## config.mk

```make
export PLATFORM = sky130hd
export DESIGN_NAME = sdr_lane_mask
export DESIGN_NICKNAME = d
export VERILOG_FILES = /design/src/rtl/sdr_mask_pkg.sv /design/src/rtl/sdr_rd_window.sv /design/src/rtl/sdr_mask_pipe.sv /design/src/rtl/sdr_lane_write.sv /design/src/rtl/sdr_lane_mask.sv
export SDC_FILE = /design/constraint.sdc
export NUM_CORES = 1
export LEC_CHECK = 0
export ABC_AREA = 1
export BUFFER_PORTS_ARGS = -buffer_cell sky130_fd_sc_hd__buf_2
export CAP_MARGIN = 20
export CORE_MARGIN = 2
export CORE_UTILIZATION = 55
export DETAILED_ROUTE_END_ITERATION = 8
export GPL_TIMING_DRIVEN = 0
export PLACE_DENSITY = 0.85
export SETUP_SLACK_MARGIN = 0.05
export SYNTH_ARGS = -nofsm -noshare
export SYNTH_HDL_FRONTEND = slang
export SYNTH_SLANG_ARGS = --single-unit
```

## constraint.sdc

```tcl
create_clock -name clk -period 2.4 [get_ports clk]
set_input_delay 0.48 -clock clk [delete_from_list [all_inputs] [get_ports clk]]
set_output_delay 0.48 -clock clk [all_outputs]
set_load 0.02 [all_outputs]
```

## src/rtl/sdr_mask_pkg.sv

```systemverilog
package sdr_mask_pkg;
   localparam int DEF_LANES  = 2;
   localparam int DEF_LANE_W = 8;
   localparam int DEF_MAX_CL = 3;
   localparam int DEF_MAX_BL = 8;
   localparam int DEF_RD_LAT = 2;

   // number of beats selected by a burst code
   function automatic int beats_of(input int code);
      return 1 << code;
   endfunction

   // true when schedule slot i (i+1 edges ahead) is a beat of a new burst
   function automatic logic slot_in_burst(input int i, input int cl, input int bl);
      return (i >= cl - 1) && (i <= cl + bl - 2);
   endfunction
endpackage

```

## src/rtl/sdr_rd_window.sv

```systemverilog
module sdr_rd_window #(
   parameter int MAX_CL = sdr_mask_pkg::DEF_MAX_CL,
   parameter int MAX_BL = sdr_mask_pkg::DEF_MAX_BL,
   localparam int CLW  = $clog2(MAX_CL + 1),
   localparam int BSW  = $clog2($clog2(MAX_BL) + 1),
   localparam int WIN  = MAX_CL + MAX_BL - 1
) (
   input  logic           clk,
   input  logic           rst_n,
   input  logic           adv,
   input  logic           rd_go,
   input  logic [CLW-1:0] cl,
   input  logic [BSW-1:0] bl_sel,
   output logic           beat
);
   logic [WIN-1:0] sched_q;
   logic [WIN-1:0] sched_d;
   logic [WIN-1:0] keep;
   logic [WIN-1:0] fresh;
   int cl_i;
   int bl_i;

   always_comb begin
      cl_i = int'(cl);
      bl_i = sdr_mask_pkg::beats_of(int'(bl_sel));
      for (int i = 0; i < WIN; i++) begin
         keep[i]  = (i < cl_i - 1);
         fresh[i] = sdr_mask_pkg::slot_in_burst(i, cl_i, bl_i);
      end
   end

   always_comb begin
      sched_d = sched_q >> 1;
      if (rd_go) sched_d = (sched_d & keep) | fresh;
   end

   always_ff @(posedge clk or negedge rst_n) begin
      if (!rst_n)   sched_q <= '0;
      else if (adv) sched_q <= sched_d;
   end

   assign beat = sched_q[0];
endmodule

```

## src/rtl/sdr_mask_pipe.sv

```systemverilog
module sdr_mask_pipe #(
   parameter int LANES  = sdr_mask_pkg::DEF_LANES,
   parameter int RD_LAT = sdr_mask_pkg::DEF_RD_LAT
) (
   input  logic             clk,
   input  logic             rst_n,
   input  logic             adv,
   input  logic [LANES-1:0] dqm,
   output logic [LANES-1:0] late
);
   if (RD_LAT == 0) begin : g_direct
      assign late = dqm;
   end else begin : g_stages
      logic [LANES-1:0] stage_q [RD_LAT];
      always_ff @(posedge clk or negedge rst_n) begin
         if (!rst_n) begin
            for (int s = 0; s < RD_LAT; s++) stage_q[s] <= '1;
         end else if (adv) begin
            stage_q[0] <= dqm;
            for (int s = 1; s < RD_LAT; s++) stage_q[s] <= stage_q[s-1];
         end
      end
      assign late = stage_q[RD_LAT-1];
   end
endmodule

```

## src/rtl/sdr_lane_write.sv

```systemverilog
module sdr_lane_write #(
   parameter int LANES  = sdr_mask_pkg::DEF_LANES,
   parameter int LANE_W = sdr_mask_pkg::DEF_LANE_W,
   localparam int DW    = LANES * LANE_W
) (
   input  logic             clk,
   input  logic             rst_n,
   input  logic             adv,
   input  logic             wr_go,
   input  logic [LANES-1:0] dqm,
   input  logic [DW-1:0]    wr_data,
   output logic [LANES-1:0] lane_we,
   output logic [DW-1:0]    store_q
);
   for (genvar l = 0; l < LANES; l++) begin : g_lane
      logic [LANE_W-1:0] byte_q;
      assign lane_we[l] = adv & wr_go & ~dqm[l];
      always_ff @(posedge clk or negedge rst_n) begin
         if (!rst_n)          byte_q <= '0;
         else if (lane_we[l]) byte_q <= wr_data[l*LANE_W +: LANE_W];
      end
      assign store_q[l*LANE_W +: LANE_W] = byte_q;
   end
endmodule

```

## src/rtl/sdr_lane_mask.sv

```systemverilog
module sdr_lane_mask #(
   parameter int LANES  = sdr_mask_pkg::DEF_LANES,
   parameter int LANE_W = sdr_mask_pkg::DEF_LANE_W,
   parameter int MAX_CL = sdr_mask_pkg::DEF_MAX_CL,
   parameter int MAX_BL = sdr_mask_pkg::DEF_MAX_BL,
   parameter int RD_LAT = sdr_mask_pkg::DEF_RD_LAT,
   localparam int DW    = LANES * LANE_W,
   localparam int CLW   = $clog2(MAX_CL + 1),
   localparam int BSW   = $clog2($clog2(MAX_BL) + 1)
) (
   input  logic             clk,
   input  logic             rst_n,
   input  logic             cke,
   input  logic             rd_go,
   input  logic [CLW-1:0]   cas_lat,
   input  logic [BSW-1:0]   burst_sel,
   input  logic [LANES-1:0] dqm,
   input  logic             wr_go,
   input  logic [DW-1:0]    wr_data,
   input  logic [DW-1:0]    rd_word,
   output logic [LANES-1:0] lane_we,
   output logic [DW-1:0]    store_q,
   output logic [DW-1:0]    dq_out,
   output logic [LANES-1:0] dq_oe
);
   if (LANES < 1) begin : g_bad_lanes
      $error("sdr_lane_mask: LANES must be at least 1");
   end
   if (LANE_W < 1) begin : g_bad_width
      $error("sdr_lane_mask: LANE_W must be at least 1");
   end
   if (MAX_CL < 1) begin : g_bad_cl
      $error("sdr_lane_mask: MAX_CL must be at least 1");
   end
   if (MAX_BL < 1 || (MAX_BL & (MAX_BL - 1)) != 0) begin : g_bad_bl
      $error("sdr_lane_mask: MAX_BL must be a power of two");
   end

   logic             cke_q;
   logic             adv;
   logic             beat;
   logic [LANES-1:0] mask_late;
   logic [LANES-1:0] oe_q;
   logic [DW-1:0]    dq_q;

   // an edge is valid only if clock enable was high one cycle before
   always_ff @(posedge clk or negedge rst_n) begin
      if (!rst_n) cke_q <= 1'b1;
      else        cke_q <= cke;
   end
   assign adv = cke_q;

   sdr_rd_window #(.MAX_CL(MAX_CL), .MAX_BL(MAX_BL)) i_window (
      .clk(clk), .rst_n(rst_n), .adv(adv), .rd_go(rd_go),
      .cl(cas_lat), .bl_sel(burst_sel), .beat(beat)
   );

   sdr_mask_pipe #(.LANES(LANES), .RD_LAT(RD_LAT)) i_pipe (
      .clk(clk), .rst_n(rst_n), .adv(adv), .dqm(dqm), .late(mask_late)
   );

   sdr_lane_write #(.LANES(LANES), .LANE_W(LANE_W)) i_write (
      .clk(clk), .rst_n(rst_n), .adv(adv), .wr_go(wr_go), .dqm(dqm),
      .wr_data(wr_data), .lane_we(lane_we), .store_q(store_q)
   );

   always_ff @(posedge clk or negedge rst_n) begin
      if (!rst_n) begin
         oe_q <= '0;
         dq_q <= '0;
      end else if (adv) begin
         oe_q <= {LANES{beat}} & ~mask_late;
         if (beat) dq_q <= rd_word;
      end
   end

   assign dq_oe  = oe_q;
   assign dq_out = dq_q;
endmodule

```

* Word-level counts from Yosys, hierarchy flattened
Index checks and enable logic that the tools add are counted.
Word-level totals: bits of input ports 43, logic and storage cells 63, output and inout bits 36, bits in registers 49
Operators by class: $add $sub $neg 3, bitwise logic cells 9, multiplexer cells 1, shifts and indexed selects 1, reductions and logical operators 11, magnitude comparators 30
Operators by type and width (count):
- greater-or-equal comparator 4 x 32 -> 1 bit, first input constant | 4
- less-or-equal comparator 4 x 32 -> 1 bit, first input constant | 4
- less-than comparator 4 x 32 -> 1 bit, first input constant | 4
- greater-or-equal comparator 3 x 32 -> 1 bit, first input constant | 2
- greater-or-equal comparator 5 x 32 -> 1 bit, first input constant | 2
- less-or-equal comparator 3 x 32 -> 1 bit, first input constant | 2
- less-or-equal comparator 5 x 32 -> 1 bit, first input constant | 2
- less-than comparator 3 x 32 -> 1 bit, first input constant | 2
- less-than comparator 5 x 32 -> 1 bit, first input constant | 2
- adder 3 x 32 -> 32 bit | 1
- greater-or-equal comparator 1 x 32 -> 1 bit, first input constant | 1
- greater-or-equal comparator 2 x 32 -> 1 bit, first input constant | 1
- less-or-equal comparator 1 x 32 -> 1 bit, first input constant | 1
- less-or-equal comparator 2 x 32 -> 1 bit, first input constant | 1
- less-than comparator 1 x 32 -> 1 bit, first input constant | 1
- less-than comparator 2 x 32 -> 1 bit, first input constant | 1
- << shifter 1 x 2 -> 32 bit, first input constant | 1
- subtractor 32 x 3 -> 32 bit, second input constant | 1
- bitwise AND 9 x 10 -> 10 bit | 1
- logical AND 1 bit | 10
- 2-to-1 mux 10 bit | 1
- bitwise OR 10 bit | 1
- bitwise AND 1 bit | 3
- subtractor 2 x 1 -> 3 bit, second input constant | 1
- other kinds (4) | 5

* Depth between registers and ports, before layout
Gate-level depths: netlist of the first run.
depth in word-level cells 7, depth in mapped cells 18, gate-level depth less buffers 18

* Hierarchy
From an unflattened synthesis of the first run, not the netlist that was laid out.
Second synthesis, totals: cells, all modules 314, area, all modules 2638.8 um2
By module, submodules not included:
- sdr_rd_window | area an instance 933.4 um2, times used 1, cells an instance 139, sequential area each 250.2 um2
- sdr_lane_mask | area an instance 835.8 um2, times used 1, cells an instance 82, sequential area each 476.7 um2
- sdr_lane_write | area an instance 700.7 um2, times used 1, cells an instance 74, sequential area each 400.4 um2
- sdr_mask_pipe | area an instance 168.9 um2, times used 1, cells an instance 19, sequential area each 105.1 um2

* Worst setup path before layout of the first run
Ideal clock, no wire load.
path type input to register, start in burst_sel[1], end reg i_window.sched_q[3], data arrival time 2.336 ns, path buffers 0, stages on the path 15, setup time 0.116 ns, data required time 2.284 ns, path slack -0.053 ns, path through inv_1 nor2_1 inv_1 ha_1 inv_1 nand3_1 o211a_1 ha_1 nand2_8 nor2_8 nand3_4 o21ai_2 nand2_1 nand2_1 nand2_1
Between the ends: word-level cells in the longest chain between the ends 7
Ends and longest elaborated chain:
- start, declared | line sdr_lane_mask.sv:16 | input logic [BSW-1:0] burst_sel,
- << shifter 1 x 2 -> 32 bit | line sdr_mask_pkg.sv:10 | return 1 << code;
- adder 3 x 32 -> 32 bit | line sdr_mask_pkg.sv:15 | return (i >= cl - 1) && (i <= cl + bl - 2);
- subtractor 32 x 3 -> 32 bit | line sdr_mask_pkg.sv:15
- less-or-equal comparator 3 x 32 -> 1 bit | line sdr_mask_pkg.sv:15
- logical AND 1 bit | line sdr_mask_pkg.sv:15
- bitwise OR 10 bit | line sdr_rd_window.sv:34 | if (rd_go) sched_d = (sched_d & keep) | fresh;
- 2-to-1 mux 10 bit | line sdr_rd_window.sv:34
- end signal, assigned | line sdr_rd_window.sv:39 | else if (adv) sched_q <= sched_d;
- end, declared | line sdr_rd_window.sv:16 | logic [WIN-1:0] sched_q;
No other way between the ends. A chain may end at the register's enable or synchronous reset.

* Worst setup path in the final report of the first run
start in burst_sel[1], end reg i_window.sched_q[4]
Between the ends: word-level cells in the longest chain between the ends 7
Ends and longest elaborated chain (line):
- << shifter 1 x 2 -> 32 bit | sdr_mask_pkg.sv:10
- adder 3 x 32 -> 32 bit | sdr_mask_pkg.sv:15
- subtractor 32 x 3 -> 32 bit | sdr_mask_pkg.sv:15
- less-or-equal comparator 4 x 32 -> 1 bit | sdr_mask_pkg.sv:15
- logical AND 1 bit | sdr_mask_pkg.sv:15
- bitwise OR 10 bit | sdr_rd_window.sv:34
- 2-to-1 mux 10 bit | sdr_rd_window.sv:34
No other way between the ends.

==> flow_metrics.env, run 1 <==
export IMPL_run_status="complete, no violations"
export IMPL_ctsHtreeMaxLevel=2
export IMPL_design_die_area_mm2=0.00510
export IMPL_tightestPinTransition_ns=0.241
export IMPL_layout_cells_most_common="nand2_1"
export IMPL_achievable_frequency_mhz=446
export IMPL_final_util=0.724
export IMPL_finalCritPeriodShare=0.934
export IMPL_tritoncts="yes"
export IMPL_worstPathMaxFanout=5
export IMPL_crit_path_max_incr_delay_ns=0.58
export IMPL_synthesis_yosys_warnings=0
export IMPL_setup_failing_eps_final=0
export IMPL_ir_worst_vdd_mv=0.449
export IMPL_grt_start_max_net_pins=50
export IMPL_placement_io_buffers=78
export IMPL_mean_cell_area_of_the_mapped_netlist_um2=9.50
export IMPL_antenna_cells=0
export IMPL_path_cells="buf_2 > inv_2 > nand2_2 > ha_4 > inv_1 > ha_2 > inv_2 > fa_2 > inv_4 > buf_4 > nand3_1 > nor2_1 > nor2_1 > nand2_1 > nand2_1 > nand2_1"
export IMPL_first_global_vias=1947
export IMPL_global_route_wire_length_before_repair_um=8540
export IMPL_drt_vias_per_instance=4.94
export IMPL_drc=0
export IMPL_power_sequential_fraction=0.469
export IMPL_timing_slew_headroom=0.839
export IMPL_routed_via_count=2007
export IMPL_gp_routability_congestion=0.870
export IMPL_global_route_overflow_total=0
export IMPL_wl_per_cell_um=12.9
export IMPL_floorplan_initialDensity=0.574
export IMPL_power_density_mw_per_mm2=710
export IMPL_mappedNetlistArea_mm2=0.00250
export IMPL_fin_ws_ns=0.157
export IMPL_timing_hold_worst_class="in2reg"
export IMPL_placementRows=24
export IMPL_antenna_violations_before_repair=0
export IMPL_synth_ff_latch_count=49
export IMPL_power_share_clock=0.214
export IMPL_die_y_um=71.4
export IMPL_pre_cts_ws_ns=-0.268
export IMPL_synthToLayoutAreaGrowth_pct=26.2
export IMPL_worst_endpoint_arrival_ns=2.44
export IMPL_synth_sequential_area_ratio=0.493
export IMPL_post_route_cells_drive_above_1_share=0.449
export IMPL_clk_insertion_delay_late_ns=0.30
export IMPL_cts_root_buf="clkbuf_8"
export IMPL_dp_hpwl_um=3860
export IMPL_dieWidth_um=71.4
export IMPL_synth_cells=263
export IMPL_top_level_ports=79
export IMPL_most_common_layout_cells="nand2_1, buf_2, dfrtp_1"
export IMPL_timing_final_crit_period_ns=2.24
export IMPL_net_total_in_the_final_layout=404
export IMPL_timing_hold_violations_final=0
export IMPL_worst_path_max_delay_cell="fa_2"
export IMPL_drt_first_iter_violations=134
export IMPL_sw_frac_of_total=0.342
export IMPL_drt_antenna_violating_nets=0
export IMPL_count_of_clock_tree_sinks=49
export IMPL_synth_nets=314
export IMPL_p_leak_nw=1.70
export IMPL_detail_route_first_pass_iterations=4
export IMPL_max_cap_violations=0
export IMPL_path_clk_slew_ns=0.09
export IMPL_worstSetupPathType="in2reg"
export IMPL_grt_total_usage=0.213
export IMPL_final_max_slew_viol_count=0
export IMPL_worst_setup_path_start_kind="primary input"
export IMPL_clock_path_buffers=2
export IMPL_rsz0062_at_grt="no"
export IMPL_setup_worst_path_end_class="register"
export IMPL_yosys_cell_types_count=36
export IMPL_power_net_switching_mw=0.765
export IMPL_timing_critical_path_buf_inv=6
export IMPL_cts_inserted_buffers=5
export IMPL_internal_power_mw=1.47
export IMPL_cp_required_ns=2.60
export IMPL_comb_power_share=0.317
export IMPL_coreArea_mm2=0.00435
export IMPL_drt_wl_total_um=5220
export IMPL_cell_family_with_most_cp_delay="adder cells"
export IMPL_fin_skew_ns=0.00629
export IMPL_crit_top_cell="nand2_1"
## metrics by stage
stage               hold slack, ns  TNS (ns)  total power [mW]  std cells  area [µm²]
finish                       0.271         0              2.24        406        3150
global route                 0.258         0              2.37        406        3150
CTS                          0.261         0              2.23        401        3060
detailed placement           0.461     -2.01              1.75        393        2970
global placement             0.453     -1.49              1.72        393        2970
floorplan                    0.184         0              1.51        263        2510
## synth_stat cells (all sizes together)
master	instances	share of area
a211oi	1	0.0030
o21ai	7	0.016
nand2	104	0.19
a21oi	5	0.012
nand3b	1	0.0030
o22ai	2	0.0050
dfrtp	44	0.44
ha	7	0.035
o211a	1	0.0040
a31oi	1	0.0025
nand4	1	0.0025
buf	4	0.014
clkinv	1	0.0035
or2	1	0.0025
nand3	11	0.027
clkbuf	1	0.0055
nor2	27	0.057
mux2	16	0.084
dfstp	5	0.053
nor3	1	0.0020
inv	21	0.033
fa	1	0.0080
## flip-flops by register name, indices dropped and copies added, names as in the netlist
| name | cells |
|---|---|
| adv | 1 |
| i_write.g_lane.byte_q | 16 |
| dq_out | 16 |
| i_window.sched_q | 10 |
| dq_oe | 2 |
| i_pipe.g_stages.stage_q | 2 |
| i_pipe.late | 2 |
## logic make-up (layout without fill, tap and decap cells)
logic type      count (synthesis)  count (layout)  synth area share
buf+inv                        27             118            0.0556
compound gates                 17              17            0.0416
fa+ha+maj                       8               8            0.0431
mux                            16              16            0.0841
simple gates                  146             146             0.282
flops                          49              49             0.493
## metal layers
metal	track usage	vias up	share of wire
met5	0	-	0
li1	-	1010	-
met4	0.0881	0	0.019
met3	0.0492	11	0.073
met1	0.273	909	0.42
met2	0.349	77	0.49
## final cells by class
cell class / count / area [µm²]
plain buffers: 5 / 48.8
clock buffers: 6 / 72.6
clock inverters: 2 / 13.8
fillers: 329 / 1200
inverters: 22 / 92.6
multi-input cells: 187 / 1180
flip-flops and latches: 49 / 1230
well taps: 52 / 65.1
repair buffers: 83 / 443
## worst paths after layout
path	start	to	slack, ns	depth (start not counted)
hold / removal	cke	adv$_DFF_PN1_	0.27	1
max in group asynchronous	rst_n	adv$_DFF_PN1_	1.33	3
min in group asynchronous	rst_n	dq_out[4]$_DFFE_PN0P_	0.55	2
hold reg to reg	i_pipe.g_stages.stage_q[2]$_DFFE_PN1P_	i_pipe.late[0]$_DFFE_PN1P_	0.48	2
setup reg to reg	adv$_DFF_PN1_	dq_out[6]$_DFFE_PN0P_	1.10	3
setup / recovery	burst_sel[1]	i_window.sched_q[4]$_DFFE_PN0P_	0.16	16
## power by group through the flow
| stage | Combinational (mW) | Clock [mW] | Sequential, mW |
|---|---|---|---|
| 5_1_grt | 0.774 | 0.525 | 1.07 |
| 3_3_place_gp | 0.665 | 0 | 1.05 |
| 6_report | 0.710 | 0.480 | 1.05 |
| 2_1_floorplan | 0.320 | 0 | 1.19 |
| 3_5_place_dp | 0.687 | 0 | 1.06 |
| 4_1_cts | 0.687 | 0.491 | 1.05 |
## repair_timing
action / 4_1_cts / 5_1_grt
hold buffers: 0 / 1
resized for setup: 0 / 14
endpoints found under the hold margin: 0 / 6
setup buffers: 0 / 3
setup endpoints to repair: 0 / 9
(Power assumes the default switching activity.)
==> run 2: changes to the inputs <==
--- a/config.mk
+++ b/config.mk
@@ -11,7 +11,9 @@
 export CORE_MARGIN = 2
 export CORE_UTILIZATION = 55
 export DETAILED_ROUTE_END_ITERATION = 8
+export GPL_ROUTABILITY_DRIVEN = 0
 export GPL_TIMING_DRIVEN = 0
+export MAX_ROUTING_LAYER = met4
 export PLACE_DENSITY = 0.85
 export SETUP_SLACK_MARGIN = 0.05
 export SYNTH_ARGS = -nofsm -noshare
==> run 2 against run 1 <==
Compared with the run above:
- final area did not move
- clock power hardly changed
- hold slack worse by 0.0023 ns
- via count hardly changed
- global-route usage is 0.71 points higher
- setup slack hardly changed
- critical path type unchanged
- critical endpoint unchanged
- largest cell class unchanged
==> flow_metrics.env, run 2 (synthesized netlist as in run 1, its figures left out) <==
export IMPL_worstSetupPathType="in2reg"
export IMPL_crit_path_max_incr_delay_ns=0.58
export IMPL_comb_power_share=0.317
export IMPL_p_leak_nw=1.70
export IMPL_power_share_clock=0.215
export IMPL_global_route_wire_length_before_repair_um=8540
export IMPL_power_sequential_fraction=0.468
export IMPL_antenna_violations_before_repair=0
export IMPL_fin_ws_ns=0.158
export IMPL_coreArea_mm2=0.00435
export IMPL_worst_setup_path_start_kind="primary input"
export IMPL_path_cells="buf_2 > inv_2 > nand2_2 > ha_4 > inv_1 > ha_2 > inv_2 > fa_2 > inv_4 > buf_4 > nand3_1 > nor2_1 > nor2_1 > nand2_1 > nand2_1 > nand2_1"
export IMPL_timing_slew_headroom=0.839
export IMPL_cts_root_buf="clkbuf_8"
export IMPL_drt_antenna_violating_nets=0
export IMPL_setup_worst_path_end_class="register"
export IMPL_routed_via_count=2008
export IMPL_post_route_cells_drive_above_1_share=0.449
export IMPL_drt_wl_total_um=5230
export IMPL_global_route_overflow_total=0
export IMPL_power_density_mw_per_mm2=711
export IMPL_dieWidth_um=71.4
export IMPL_wl_per_cell_um=12.9
export IMPL_critical_path_cell_count=16
export IMPL_worstPathMaxFanout=5
export IMPL_count_of_clock_tree_sinks=49
export IMPL_fin_skew_ns=0.00697
export IMPL_cp_required_ns=2.60
export IMPL_internal_power_mw=1.47
export IMPL_clk_insertion_delay_late_ns=0.30
export IMPL_design_die_area_mm2=0.00510
export IMPL_synthToLayoutAreaGrowth_pct=26.2
export IMPL_setup_failing_eps_final=0
export IMPL_detail_route_first_pass_iterations=5
export IMPL_sw_frac_of_total=0.342
export IMPL_die_y_um=71.4
export IMPL_max_cap_violations=0
export IMPL_placed_area_mm2=0.00297
export IMPL_grt_start_max_net_pins=50
export IMPL_ctsHtreeMaxLevel=2
export IMPL_worst_endpoint_arrival_ns=2.44
export IMPL_layout_cells_most_common="nand2_1"
export IMPL_achievable_frequency_mhz=446
export IMPL_timing_hold_violations_final=0
export IMPL_crit_top_cell="nand2_1"
export IMPL_grt_total_usage=0.220
export IMPL_dp_hpwl_um=3860
export IMPL_final_util=0.724
export IMPL_timing_final_crit_period_ns=2.24
export IMPL_rsz0062_at_grt="no"
export IMPL_most_common_layout_cells="nand2_1, buf_2, dfrtp_1"
export IMPL_power_net_switching_mw=0.768
export IMPL_run_status="complete, no violations"
export IMPL_hold_path_cell_count=1
export IMPL_cell_family_with_most_cp_delay="adder cells"
export IMPL_worst_path_max_delay_cell="fa_2"
export IMPL_net_total_in_the_final_layout=404
export IMPL_totalNegativeSetupSlack_ns=0
export IMPL_path_clk_slew_ns=0.09
export IMPL_drc=0
export IMPL_drt_first_iter_violations=143
export IMPL_tritoncts="yes"
export IMPL_final_cell_area_mm2=0.00315
export IMPL_placementRows=24
export IMPL_stdcell_count=406
export IMPL_pre_cts_ws_ns=-0.268
export IMPL_cts_inserted_buffers=5
export IMPL_floorplan_initialDensity=0.574
export IMPL_worstRegToRegCells=3
export IMPL_place_detailed_instances=393
export IMPL_drt_vias_per_instance=4.95
export IMPL_top_level_ports=79
export IMPL_holdWs_ns=0.268
export IMPL_timing_critical_path_buf_inv=6
export IMPL_antenna_cells=0
export IMPL_clock_path_buffers=2
export IMPL_power_consumption_mw=2.24
export IMPL_placement_io_buffers=78
export IMPL_first_global_vias=1953
export IMPL_timing_hold_worst_class="in2reg"
export IMPL_ir_worst_vdd_mv=0.450
export IMPL_final_max_slew_viol_count=0
export IMPL_finalCritPeriodShare=0.934
export IMPL_tightestPinTransition_ns=0.242
-- run 2: cell counts in the layout (fill, tap and decap cells not counted) --
Identical to the previous run, type by type.
-- run 2: power groups by stage --
stage          clock [mW]  sequential [mW]  combinational [mW]
6_report            0.482             1.05               0.711
5_1_grt             0.527             1.07               0.774
4_1_cts             0.491             1.05               0.687
3_3_place_gp            0             1.05               0.665
3_5_place_dp            0             1.06               0.687
2_1_floorplan           0             1.19               0.320
-- run 2: cell type report --
class | instances | area (µm²)
buffer | 5 | 48.8
clock buffer | 6 | 72.6
clock inverter | 2 | 13.8
fill | 329 | 1200
inverter | 22 | 92.6
multi-input combinational | 187 | 1180
sequential | 49 | 1230
tap | 52 | 65.1
timing repair buffer | 83 | 443
-- run 2: final timing paths --
kind | startpoint | endpoint | slack (ns)
worst max-delay path | burst_sel[1] | i_window.sched_q[4]$_DFFE_PN0P_ | 0.16
worst min-delay path | cke | adv$_DFF_PN1_ | 0.27
worst max register to register | adv$_DFF_PN1_ | dq_out[6]$_DFFE_PN0P_ | 1.10
worst min register to register | i_pipe.g_stages.stage_q[2]$_DFFE_PN1P_ | i_pipe.late[0]$_DFFE_PN1P_ | 0.48
max in group asynchronous | rst_n | i_pipe.g_stages.stage_q[2]$_DFFE_PN1P_ | 1.33
min in group asynchronous | rst_n | dq_out[4]$_DFFE_PN0P_ | 0.55
-- run 2: timing repair --
action / 4_1_cts / 5_1_grt
hold buffers: 0 / 1
gates resized for setup: 0 / 14
hold endpoints to repair: 0 / 6
endpoints found under the setup margin: 0 / 9
setup buffers: 0 / 3
-- run 2: per-layer routing --
| metal | GRT usage | part of all wire | vias to the layer above |
|---|---|---|---|
| met3 | 0.0520 | 0.059 | 8 |
| met2 | 0.350 | 0.49 | 72 |
| met1 | 0.275 | 0.43 | 917 |
| met5 | - | 0 | - |
| li1 | - | - | 1011 |
| met4 | 0.0818 | 0.015 | 0 |
==> run 3: changes to the inputs <==
--- a/config.mk
+++ b/config.mk
@@ -14,8 +14,9 @@
 export GPL_ROUTABILITY_DRIVEN = 0
 export GPL_TIMING_DRIVEN = 0
 export MAX_ROUTING_LAYER = met4
-export PLACE_DENSITY = 0.85
+export PLACE_DENSITY = 0.84
 export SETUP_SLACK_MARGIN = 0.05
 export SYNTH_ARGS = -nofsm -noshare
 export SYNTH_HDL_FRONTEND = slang
+export SYNTH_HIERARCHICAL = 1
 export SYNTH_SLANG_ARGS = --single-unit
==> run 3 against run 2 <==
Compared with the run above:
- clock-buffer cell count is the same
- critical path depth is the same
- sequential power is essentially flat
- via count grew 15%
- wire length grew 3.3%
==> flow_metrics.env, run 3 <==
export IMPL_worstSetupPathType="in2reg"
export IMPL_synth_ff_latch_count=49
export IMPL_wl_met1_um=2420
export IMPL_cts_inserted_buffers=5
export IMPL_drt_wl_total_um=5410
export IMPL_synth_top_cells_by_area="dfrtp_1, nand2_1, dfstp_2"
export IMPL_timing_hold_violations_final=0
export IMPL_power_consumption_mw=2.35
export IMPL_die_y_um=73.3
export IMPL_dieWidth_um=73.3
export IMPL_synth_cells=314
export IMPL_top_level_ports=79
export IMPL_synth_sequential_area_ratio=0.467
export IMPL_finalCritPeriodShare=0.934
export IMPL_synth_enable_flop_cells=0
export IMPL_placed_area_mm2=0.00309
export IMPL_detail_route_first_pass_iterations=4
export IMPL_routed_via_count=2313
export IMPL_ir_worst_vdd_mv=0.416
export IMPL_grt_total_usage=0.220
export IMPL_totalNegativeSetupSlack_ns=0
export IMPL_dp_hpwl_um=3980
export IMPL_max_cap_violations=0
export IMPL_worstPathMaxFanout=5
export IMPL_p_leak_nw=1.83
export IMPL_final_max_slew_viol_count=0
export IMPL_fin_skew_ns=0.00734
export IMPL_drc=0
export IMPL_worst_setup_path_start_kind="primary input"
export IMPL_drt_first_iter_violations=87
export IMPL_timing_slew_headroom=0.698
export IMPL_placement_io_buffers=77
export IMPL_global_route_overflow_total=0
export IMPL_fin_ws_ns=0.158
export IMPL_cp_required_ns=2.60
export IMPL_synthToLayoutAreaGrowth_pct=24.2
export IMPL_coreArea_mm2=0.00466
export IMPL_synth_top_cells_by_count="nand2_1, dfrtp_1, nand3_1, inv_1, nor2_1"
export IMPL_rsz0062_at_grt="no"
export IMPL_synth_nets=366
export IMPL_first_global_vias=2118
export IMPL_synth_async_sr_flop_share=1.00
export IMPL_synthMostInstantiatedCell="nand2_1"
export IMPL_layout_cells_most_common="nand2_1"
export IMPL_yosys_cell_types_count=29
export IMPL_tightestPinTransition_ns=0.453
export IMPL_topRoutingLayerUsed="met4"
export IMPL_net_total_in_the_final_layout=452
export IMPL_timing_hold_worst_class="in2async"
export IMPL_setup_worst_path_end_class="register"
export IMPL_grt_start_max_net_pins=50
export IMPL_floorplan_initialDensity=0.566
export IMPL_path_clk_slew_ns=0.08
export IMPL_final_cell_area_mm2=0.00328
export IMPL_yosys_area_top_type_share=0.417
export IMPL_count_of_clock_tree_sinks=49
export IMPL_final_util=0.703
export IMPL_clock_path_buffers=2
export IMPL_drt_vias_per_instance=5.08
export IMPL_ctsHtreeMaxLevel=2
export IMPL_timing_final_crit_period_ns=2.24
export IMPL_achievable_frequency_mhz=446
export IMPL_antenna_violations_before_repair=0
export IMPL_most_common_layout_cells="nand2_1, buf_2, dfrtp_1"
export IMPL_design_die_area_mm2=0.00537
export IMPL_fillCellCount=357
export IMPL_clk_insertion_delay_late_ns=0.30
export IMPL_synthesis_yosys_warnings=6
export IMPL_worst_endpoint_arrival_ns=2.44
export IMPL_post_route_cells_drive_above_1_share=0.357
export IMPL_pre_cts_ws_ns=-0.231
export IMPL_synth_largest_area_cell="dfrtp_1"
export IMPL_tritoncts="yes"
export IMPL_global_route_wire_length_before_repair_um=8980
export IMPL_drt_antenna_violating_nets=0
export IMPL_route_met2_wl_um=2680
export IMPL_mappedNetlistArea_mm2=0.00264
export IMPL_placementRows=25
export IMPL_antenna_cells=0
export IMPL_wl_per_cell_um=11.9
export IMPL_detailroute_wirelength_met3_um=274
export IMPL_cts_root_buf="clkbuf_8"
export IMPL_power_density_mw_per_mm2=718
export IMPL_setup_failing_eps_final=0
export IMPL_mean_cell_area_of_the_mapped_netlist_um2=8.40
export IMPL_run_status="complete, no violations"
export IMPL_most_used_flip_flop_cell_after_synthesis="dfrtp_1"
run 3: cell count changes after synthesis, sizes merged, moves of 3 or more:
cell,change
inv,+6
nand4,+15
nand3,+23
nor2,-7
buf,+9
mux2,-16
o21ai,-3
a21oi,+4
nand2,+22
run 3: layout make-up:
| type | count | area, µm² | share of cell area |
|---|---|---|---|
| timing repair buffer | 79 | 419 | 0.128 |
| sequential | 49 | 1230 | 0.376 |
| tap | 54 | 67.6 | 0.0206 |
| multi-input combinational | 224 | 1190 | 0.363 |
| buffer | 14 | 148 | 0.0450 |
| clock buffer | 6 | 82.6 | 0.0252 |
| inverter | 27 | 101 | 0.0309 |
| clock inverter | 2 | 37.5 | 0.0115 |
run 3: worst max-delay path: stages:
cell	delay, ns
buf_6	0.11
inv_2	0.06
nand2_2	0.06
ha_4	0.21
inv_2	0.06
ha_4	0.12
inv_2	0.04
fa_2	0.60
inv_2	0.06
or2_1	0.23
nor2_2	0.10
nand2_1	0.07
nand2_1	0.07
nand3_1	0.06
nand2_1	0.07
nand2_1	0.04
run 3: cells by family (layout without fill, tap and decap cells):
kind of cell | after synthesis | after routing | share of synthesized area
flip-flops | 49 | 49 | 0.467
buffers and inverters | 41 | 128 | 0.0944
AND/OR/NAND/NOR | 199 | 199 | 0.358
AO/OA/AOI/OAI | 16 | 16 | 0.0351
adder cells (fa/ha/maj) | 9 | 9 | 0.0455
run 3: worst paths after layout:
path / from / end / slack, ns / cells past startpoint
worst max-delay path: burst_sel[1] / i_window/sched_q[1]$_DFFE_PN0P_ / 0.16 / 16
worst max register to register: adv$_DFF_PN1_ / i_write/g_lane[0].byte_q[7]$_DFFE_PN0P_ / 0.98 / 4
worst min register to register: i_pipe/late[0]$_DFFE_PN1P_ / i_pipe/late[0]$_DFFE_PN1P_ / 0.46 / 2
worst min-delay path: rst_n / dq_out[5]$_DFFE_PN0P_ / 0.12 / 1
min in group clk: cke / adv$_DFF_PN1_ / 0.28 / 1
max in group asynchronous: rst_n / adv$_DFF_PN1_ / 1.70 / 2
run 3: timing repair:
| item | in CTS | in global routing |
|---|---|---|
| hold buffers | 0 | 0 |
| setup buffers | 0 | 1 |
| setup endpoints to repair | 0 | 8 |
| gates resized for setup | 0 | 13 |
run 3: stage by stage:
stage,hold slack (ns),std cells
floorplan,0.184,314
global placement,0.443,445
detailed placement,0.446,445
CTS,0.266,453
global route,0.131,455
finish,0.119,455
run 3: routing by layer:
layer	up-vias	global-route usage
li1	1174	-
met1	1074	0.274
met2	61	0.353
met3	4	0.0590
met4	0	0.0617
met5	-	-
run 3: power breakdown:
| group | internal [mW] | switching (mW) |
|---|---|---|
| Combinational | 0.266 | 0.443 |
| Clock | 0.339 | 0.263 |
| Sequential | 0.971 | 0.0729 |
| Total | 1.58 | 0.779 |
